**src/rtl/tsout_pkg.sv**
```systemverilog
package tsout_pkg;

    localparam int BYTE_W   = 8;
    localparam int TEI_BYTE = 1;
    localparam int TEI_BIT  = 7;

    typedef enum logic [1:0] {
        ST_FILL = 2'd0,
        ST_SEND = 2'd1,
        ST_REST = 2'd2
    } tsout_state_e;

    typedef struct packed {
        logic tei_en;
        logic swap;
        logic quiet;
    } tsout_cfg_t;

    typedef struct packed {
        logic [BYTE_W-1:0] data;
        logic              start;
        logic              valid;
        logic              err_n;
    } tsout_lane_t;

    localparam tsout_lane_t LANE_IDLE = '{data: '0, start: 1'b0, valid: 1'b0, err_n: 1'b1};

endpackage

```
**src/rtl/tsout_store.sv**
```systemverilog
module tsout_store #(
    parameter int DEPTH = 188,
    parameter int W     = 8,
    localparam int AW   = $clog2(DEPTH)
) (
    input  logic          clk,
    input  logic          wr_en,
    input  logic [AW-1:0] wr_idx,
    input  logic [W-1:0]  wr_data,
    input  logic [AW-1:0] rd_idx,
    output logic [W-1:0]  rd_data
);

    logic [W-1:0] mem [DEPTH];

    always_ff @(posedge clk) begin
        if (wr_en) begin
            mem[wr_idx] <= wr_data;
        end
    end

    assign rd_data = mem[rd_idx];

endmodule

```
**src/rtl/tsout_ctrl.sv**
```systemverilog
module tsout_ctrl
    import tsout_pkg::*;
#(
    parameter int PKT_LEN = 188,
    parameter int GAP_LEN = 4,
    localparam int AW     = $clog2(PKT_LEN),
    localparam int RW     = $clog2(GAP_LEN + 1)
) (
    input  logic          clk,
    input  logic          rst_n,
    input  logic          in_valid,
    input  logic          in_bad,
    input  logic          tei_en,
    input  logic          swap_bits,
    input  logic          oe_n,
    output logic          in_ready,
    output logic          wr_en,
    output logic [AW-1:0] wr_idx,
    output logic [AW-1:0] rd_idx,
    output logic          sending,
    output logic          first_byte,
    output logic          tei_slot,
    output logic          pkt_bad,
    output tsout_cfg_t    pkt_cfg
);

    tsout_state_e state_q, state_d;
    logic [RW-1:0] rest_cnt;
    logic wr_last, rd_last, rest_done;

    assign wr_last   = (wr_idx == AW'(PKT_LEN - 1));
    assign rd_last   = (rd_idx == AW'(PKT_LEN - 1));
    assign rest_done = (rest_cnt == RW'(GAP_LEN - 1));

    // state register
    always_ff @(posedge clk or negedge rst_n) begin
        if (!rst_n) begin
            state_q <= ST_FILL;
        end else begin
            state_q <= state_d;
        end
    end

    // transitions: packet loaded, packet sent, rest over
    always_comb begin
        state_d = state_q;
        unique case (state_q)
            ST_FILL: if (wr_en && wr_last) state_d = ST_SEND;
            ST_SEND: if (rd_last)          state_d = ST_REST;
            ST_REST: if (rest_done)        state_d = ST_FILL;
            default:                       state_d = ST_FILL;
        endcase
    end

    // state outputs
    always_comb begin
        in_ready = 1'b0;
        sending  = 1'b0;
        unique case (state_q)
            ST_FILL: in_ready = 1'b1;
            ST_SEND: sending  = 1'b1;
            ST_REST: ;
            default: ;
        endcase
    end

    assign wr_en      = in_valid && in_ready;
    assign first_byte = sending && (rd_idx == '0);
    assign tei_slot   = sending && (rd_idx == AW'(TEI_BYTE));

    // indices, per-packet flag and sampled controls
    always_ff @(posedge clk or negedge rst_n) begin
        if (!rst_n) begin
            wr_idx   <= '0;
            rd_idx   <= '0;
            rest_cnt <= '0;
            pkt_bad  <= 1'b0;
            pkt_cfg  <= '{tei_en: 1'b1, swap: 1'b0, quiet: 1'b0};
        end else begin
            unique case (state_q)
                ST_FILL: begin
                    if (wr_en) begin
                        wr_idx <= wr_last ? '0 : wr_idx + 1'b1;
                        if (wr_idx == '0) begin
                            pkt_bad <= in_bad;
                        end
                        if (wr_last) begin
                            pkt_cfg <= '{tei_en: tei_en, swap: swap_bits, quiet: oe_n};
                            rd_idx  <= '0;
                        end
                    end
                end
                ST_SEND: begin
                    rd_idx <= rd_last ? '0 : rd_idx + 1'b1;
                    if (rd_last) begin
                        rest_cnt <= '0;
                    end
                end
                ST_REST: begin
                    rest_cnt <= rest_cnt + 1'b1;
                end
                default: ;
            endcase
        end
    end

endmodule

```
**src/rtl/tsout_shape.sv**
```systemverilog
module tsout_shape
    import tsout_pkg::*;
(
    input  logic [BYTE_W-1:0] rd_byte,
    input  logic              sending,
    input  logic              first_byte,
    input  logic              tei_slot,
    input  logic              pkt_bad,
    input  tsout_cfg_t        pkt_cfg,
    output tsout_lane_t       lane_nxt
);

    logic              active;
    logic [BYTE_W-1:0] marked;
    logic [BYTE_W-1:0] mirrored;

    assign active = sending && !pkt_cfg.quiet;

    always_comb begin
        marked = rd_byte;
        if (tei_slot && pkt_bad && pkt_cfg.tei_en) begin
            marked[TEI_BIT] = 1'b1;
        end
    end

    for (genvar b = 0; b < BYTE_W; b++) begin : g_mirror
        assign mirrored[b] = marked[BYTE_W-1-b];
    end

    always_comb begin
        lane_nxt       = LANE_IDLE;
        lane_nxt.data  = active ? (pkt_cfg.swap ? mirrored : marked) : '0;
        lane_nxt.start = active && first_byte;
        lane_nxt.valid = active;
        lane_nxt.err_n = !(active && pkt_bad);
    end

endmodule

```
**src/rtl/tsout_launch.sv**
```systemverilog
module tsout_launch
    import tsout_pkg::*;
(
    input  logic        clk,
    input  logic        rst_n,
    input  logic        clk_inv,
    input  tsout_lane_t lane_nxt,
    output tsout_lane_t lane_out
);

    tsout_lane_t rise_q, fall_q;

    always_ff @(posedge clk or negedge rst_n) begin
        if (!rst_n) begin
            rise_q <= LANE_IDLE;
        end else begin
            rise_q <= lane_nxt;
        end
    end

    always_ff @(negedge clk or negedge rst_n) begin
        if (!rst_n) begin
            fall_q <= LANE_IDLE;
        end else begin
            fall_q <= rise_q;
        end
    end

    assign lane_out = clk_inv ? fall_q : rise_q;

endmodule

```
**src/rtl/tsout_fmt.sv**
```systemverilog
module tsout_fmt
    import tsout_pkg::*;
#(
    parameter int PKT_LEN = 188,
    parameter int GAP_LEN = 4
) (
    input  logic        clk,
    input  logic        rst_n,
    input  logic        in_valid,
    output logic        in_ready,
    input  logic [7:0]  in_data,
    input  logic        in_bad,
    input  logic        tei_en,
    input  logic        swap_bits,
    input  logic        clk_inv,
    input  logic        oe_n,
    output logic [7:0]  out_data,
    output logic        out_start,
    output logic        out_valid,
    output logic        out_err_n
);

    localparam int AW = $clog2(PKT_LEN);

    logic          wr_en, sending, first_byte, tei_slot, pkt_bad;
    logic [AW-1:0] wr_idx, rd_idx;
    logic [BYTE_W-1:0] rd_byte;
    tsout_cfg_t    pkt_cfg;
    tsout_lane_t   lane_nxt, lane_out;

    tsout_ctrl #(.PKT_LEN(PKT_LEN), .GAP_LEN(GAP_LEN)) ctrl_i (
        .clk       (clk),
        .rst_n     (rst_n),
        .in_valid  (in_valid),
        .in_bad    (in_bad),
        .tei_en    (tei_en),
        .swap_bits (swap_bits),
        .oe_n      (oe_n),
        .in_ready  (in_ready),
        .wr_en     (wr_en),
        .wr_idx    (wr_idx),
        .rd_idx    (rd_idx),
        .sending   (sending),
        .first_byte(first_byte),
        .tei_slot  (tei_slot),
        .pkt_bad   (pkt_bad),
        .pkt_cfg   (pkt_cfg)
    );

    tsout_store #(.DEPTH(PKT_LEN), .W(BYTE_W)) store_i (
        .clk    (clk),
        .wr_en  (wr_en),
        .wr_idx (wr_idx),
        .wr_data(in_data),
        .rd_idx (rd_idx),
        .rd_data(rd_byte)
    );

    tsout_shape shape_i (
        .rd_byte   (rd_byte),
        .sending   (sending),
        .first_byte(first_byte),
        .tei_slot  (tei_slot),
        .pkt_bad   (pkt_bad),
        .pkt_cfg   (pkt_cfg),
        .lane_nxt  (lane_nxt)
    );

    tsout_launch launch_i (
        .clk     (clk),
        .rst_n   (rst_n),
        .clk_inv (clk_inv),
        .lane_nxt(lane_nxt),
        .lane_out(lane_out)
    );

    assign out_data  = lane_out.data;
    assign out_start = lane_out.start;
    assign out_valid = lane_out.valid;
    assign out_err_n = lane_out.err_n;

endmodule

```
**config.mk**
```make
export PLATFORM = sky130hd
export DESIGN_NAME = tsout_fmt
export DESIGN_NICKNAME = d
export VERILOG_FILES = /design/src/rtl/tsout_pkg.sv /design/src/rtl/tsout_store.sv /design/src/rtl/tsout_ctrl.sv /design/src/rtl/tsout_shape.sv /design/src/rtl/tsout_launch.sv /design/src/rtl/tsout_fmt.sv
export SDC_FILE = /design/constraint.sdc
export NUM_CORES = 1
export LEC_CHECK = 0
export BUFFER_PORTS_ARGS = -buffer_cell sky130_fd_sc_hd__buf_4
export CAP_MARGIN = 20
export CORE_MARGIN = 10
export CORE_UTILIZATION = 43
export CTS_CLUSTER_SIZE = 28
export DETAILED_ROUTE_END_ITERATION = 10
export GPL_ROUTABILITY_DRIVEN = 0
export MAX_ROUTING_LAYER = met4
export PLACE_DENSITY = 0.61
export SLEW_MARGIN = 20
export SYNTH_ARGS = -nofsm -noshare
export SYNTH_HDL_FRONTEND = slang
export SYNTH_SLANG_ARGS = --single-unit
```
**constraint.sdc**
```tcl
create_clock -name clk -period 3.7 [get_ports clk]
set_clock_uncertainty 0.15 [all_clocks]
set_input_delay 0 -clock clk [delete_from_list [all_inputs] [get_ports clk]]
set_output_delay 0 -clock clk [all_outputs]
set_load 0.01 [all_outputs]
```
# Yosys cells after proc, flatten, opt, wreduce, memory -nomap -nowiden
# Memory sizes are Yosys's and may differ from the RTL's.
# Cells that the tools add are included.
# W data, S select, Z words.
# totals
ramBits	1504
memories	1
regBits	47
wordCells	72
# op_classes
add_sub_neg	3
n_reduce_logical	22
eq_ne	11
muxes	19
# memory_table
memory	words	width	rd	rd_clocked_by_memory_dff	wr	line_no	text
store_i.mem	188	8	1	0	1	tsout_store.sv:14	logic [W-1:0] mem [DEPTH];
# ops
op	n
$mux W8	6
$add A8 B1 Y8 const B	2
$eq A8 B8 Y1 const B	2
$logic_not A8 Y1	2
$pmux W8 S2	1
$reduce_and A3 Y1	4
$mux W11	1
$ne A2 B1 Y1 const B	5
$logic_and A1 B1 Y1	9
$eq A8 B1 Y1 const B	1
$mux W2	3
$pmux W2 S3	1
$pmux W3 S2	1
$mux W1	5
$reduce_and A2 Y1	2
$reduce_bool A2 Y1	2
$add A3 B1 Y3 const B	1
$eq A3 B2 Y1 const B	1
$mux W3	1
$eq A2 B1 Y1 const B	1
$eq A2 B2 Y1 const B	1
$logic_not A1 Y1	2
$logic_not A2 Y1	1

# Logic depth before layout (Yosys ltp)
# logic_depth
word_depth	8
depth_mapped	12

# By module
# Synthesis repeated with hierarchy kept, for this count alone.
# hier_totals
cells_unflattened	2971
area_unflattened_um2	60910.9
# by_module_without_submodules
module	area_per_inst_um2	seq_area_each_um2	cells_each	instances
tsout_store	58584.9	45163.3	2776	1
tsout_ctrl	1411.4	626.9	135	1
tsout_launch	729.4	553.0	35	1
tsout_shape	185.2	0.0	25	1

==> flow_metrics.py <==
metrics = {
    "run_status": {
        "status": "finished, final reports clean",
    },
    "route": {
        "drtAntennaViolNets": 0,
        "dr.pass1.iters": 6,
        "wl_per_cell_um": 30.75,
        "first_iter_violations": 3921,
        "vias_per_cell": 5.959,
        "vias": 30583,
        "drc": 0,
        "routed_wl_um": 157800,
    },
    "die": {
        "dieArea_mm2": 0.1557,
        "dieWidth_um": 394.6,
        "floorplan.initialDensity_pct": 43.25,
        "num_io_pins": 28,
        "die_h_um": 394.6,
        "num_rows": 137,
        "core_mm2": 0.1395,
    },
    "logic_synthesis": {
        "yosysWarnings": 0,
        "synth_top_area_share_pct": 74.85,
        "netlist_area_mm2": 0.06034,
        "ys_types": 60,
        "synth_nets": 2893,
        "yosysTopAreaCell": "edfxtp_1",
        "synth_top_family_by_area": "multiplexers",
        "synth_fa_ha_area_share_pct": 0.1866,
        "synthXorXnorAreaFrac_pct": 0.05806,
        "ys_ff_latch": 1551,
        "async_reset_ff_share_pct": 3.030,
        "synth_edf_count": 1504,
        "synthMuxAreaShare_pct": 15.57,
        "ys_seq_area_share_pct": 76.80,
        "yosys.area_share.simple_pct": 3.202,
        "synth_compound_area_share_pct": 2.503,
        "synth_ff_type": "edfxtp_1",
        "synth_area_leaders": "edfxtp_1 (75%), mux4_2 (15%), nor2_1 (1.5%)",
        "synthCells": 2868,
        "syn_area_per_cell_um2": 21.04,
    },
    "critical_path": {
        "cp_cell_sequence": "buf_12 -> mux4_2 -> mux4_2 -> o22ai_1 -> a211oi_1 -> o41ai_1 -> o22ai_1",
        "rr_worst_depth": 7,
        "crit_arrival_ns": 4.05,
        "cpPeakStageDelay_ns": 0.81,
        "critPathMaxFanout": 16,
        "reg2reg_from": "ctrl_i.rd_idx[0]",
        "critPathSlowestCell": "o41ai_1",
        "critPathCaptureType": "flop",
        "critPathKind": "flop to flop",
        "r2r-end": "launch_i.rise_q[7]",
        "critPathLaunchType": "flop",
        "required_ns": 4.17,
        "r2r_slack_ns": 0.12,
    },
    "sta": {
        "rsz0062_at_grt": "no",
        "min_period_ns": 3.577,
        "whs_ns": 0.1305,
        "finalWorstSetupSlack_ns": 0.1234,
        "slew_headroom_pct": 27.05,
        "hold_viol": 0,
        "fmax_mhz": 279.6,
        "setup_violations": 0,
        "tightest_slew_ns": 1.090,
        "post-route-period-util_pct": 96.66,
        "drv_slew": 0,
    },
    "worst_hold_path": {
        "hp-start": "in_data[0]",
        "hold_depth": 2,
        "min_path_type": "input port to flop",
        "min_to": "store_i.mem[85][0]",
    },
    "global_routing": {
        "grt_pass1_wl_um": 229200,
        "grt_pass1_vias": 31106,
        "antenna_found_initial": 3,
        "grt_max_degree": 135,
        "grt-ovfl-total": 0,
        "gr-usage-all-layers_pct": 20.71,
    },
    "layout": {
        "multi_input_area_mm2": 0.01302,
        "syn_to_final_growth_pct": 14.83,
        "seq_area_mm2": 0.04635,
        "fin_nets": 3162,
        "final_layout_size_suffix_gt1_share_pct": 27.70,
        "stdcell_count": 5132,
        "final_cell_mix": "edfxtp_1 (1504), mux4_2 (391), nor2_1 (235)",
        "fillers": 11140,
        "num_antenna_cells": 0,
        "final_common_cell": "edfxtp_1",
        "fin_util_pct": 49.66,
    },
    "clock_tree": {
        "cts_tree": "done",
        "htreeDepth": 4,
        "cts_buffers": 158,
        "clk_pin_slew_ns": 0.07,
        "root_buffer": "clkbuf_16",
        "insertion_delay_ns": 0.78,
        "cts.sinks": 1551,
        "cts_buffer_depth": 3,
    },
    "power": {
        "ir_drop_mv": 0.4775,
        "finalPower_uw": 34740,
        "p_leak_uw": 0.02166,
        "powerDensity_mw_per_mm2": 501.4,
    },
    "place": {
        "place_inst": 4829,
        "dp_hpwl_um": 99230,
        "pre_cts_slack_ns": -0.007309,
        "portBuffers": 27,
    },
    "job": {
        "drv_cap": 0,
    },
}
[worst max-delay path by stage]
stage	startpoint	endpoint	slack, ns	depth (start not counted)
global route	ctrl_i.rd_idx[0]	launch_i.rise_q[10]	0.002	11
CTS	ctrl_i.rd_idx[0]	launch_i.rise_q[10]	0.08	11
global placement	ctrl_i.rd_idx[1]	launch_i.rise_q[3]	-0.01	11
detailed placement	ctrl_i.rd_idx[1]	launch_i.rise_q[10]	-0.007	11
floorplan	ctrl_i.state_q[1]	store_i.mem[10][0]	0.96	8
finish	ctrl_i.rd_idx[0]	launch_i.rise_q[7]	0.12	7
[cell usage after synthesis (5+ instances only)]
library cell / n
nand3_1: 34
nand2_1: 108
nand4_1: 11
buf_1: 12
buf_2: 42
a21oi_1: 42
clkbuf_1: 72
a22o_1: 8
nand2b_1: 9
nor2_1: 236
mux2i_1: 34
o22ai_1: 19
nor2b_1: 17
a31oi_1: 14
a22oi_1: 61
mux2_2: 22
buf_4: 17
mux4_2: 391
inv_1: 8
a221oi_1: 11
dfrtp_1: 34
buf_6: 28
o21ai_0: 25
or2_2: 5
edfxtp_1: 1504
dfrtn_1: 10
a211oi_1: 7
nor3_1: 14
ha_1: 9
[through the flow]
stage	cell area, um2	setup TNS [ns]
detailed placement	64170	-0.007309
global placement	64170	-0.02560
finish	69290	0
global route	69290	0
CTS	69280	0
floorplan	60340	0
[repair_timing]
| action | in CTS | in global routing |
|---|---|---|
| hold buffers | 23 | 0 |
| setup endpoints to repair | 2 | 3 |
| pin swaps | 0 | 0 |
| gates resized for setup | 0 | 2 |
| gates cloned | 0 | 0 |
| hold endpoints to repair | 1253 | 0 |
| setup buffers | 1 | 0 |
[metal layers]
layer	part of all wire [%]	track usage (%)	routed length (um)
met1	40	28.18	63840
met2	48	31.38	75120
met3	8.8	4.251	13820
met4	3.2	6.676	5014
met5	0	-	0
[cell type report]
type | instances | area share, %
Clock inverter | 81 | 1.022
Timing Repair Buffer | 280 | 3.843
Inverter | 11 | 0.06320
Sequential cell | 1551 | 66.90
Multi-Input combinational cell | 1134 | 18.79
Tap cell | 1876 | 3.388
Clock buffer | 199 | 5.990
[flip-flops by register name (all words and copies together) (netlist names)]
register	count
launch_i.rise_q	11
ctrl_i.rest_cnt	3
ctrl_i.rd_idx	8
ctrl_i.pkt_cfg	3
ctrl_i.wr_idx	8
ctrl_i.pkt_bad	1
launch_i.fall_q	11
ctrl_i.state_q	2
store_i.mem	1504
[cell families (layout without fill, tap and decap cells)]
kind of cell / count (synthesis) / count (layout)
AND/OR/NAND/NOR: 453 / 453
XOR/XNOR: 4 / 4
buffers and inverters: 183 / 571
flip-flops: 1551 / 1551
adder cells (fa/ha/maj): 9 / 9
AO/OA/AOI/OAI: 221 / 221
multiplexers: 447 / 447
[power by group]
group / switching [uW] / total (uW) / leakage (uW) / internal, uW
registers: 0 / 19300 / 0.0141 / 19300
logic: 313 / 364 / 0.00522 / 50.2
clock network: 6540 / 15100 / 0.00237 / 8580
total: 6850 / 34700 / 0.0217 / 27900
[worst max-delay path, delay by kind of cell, from the launching register on]
kind,cells,cell delay [ns]
AO/OA/AOI/OAI,4,1.53
flip-flops,1,0.53
buffers and inverters,1,0.21
multiplexers,2,0.98
No activity file was read; power rests on OpenSTA's default activity.
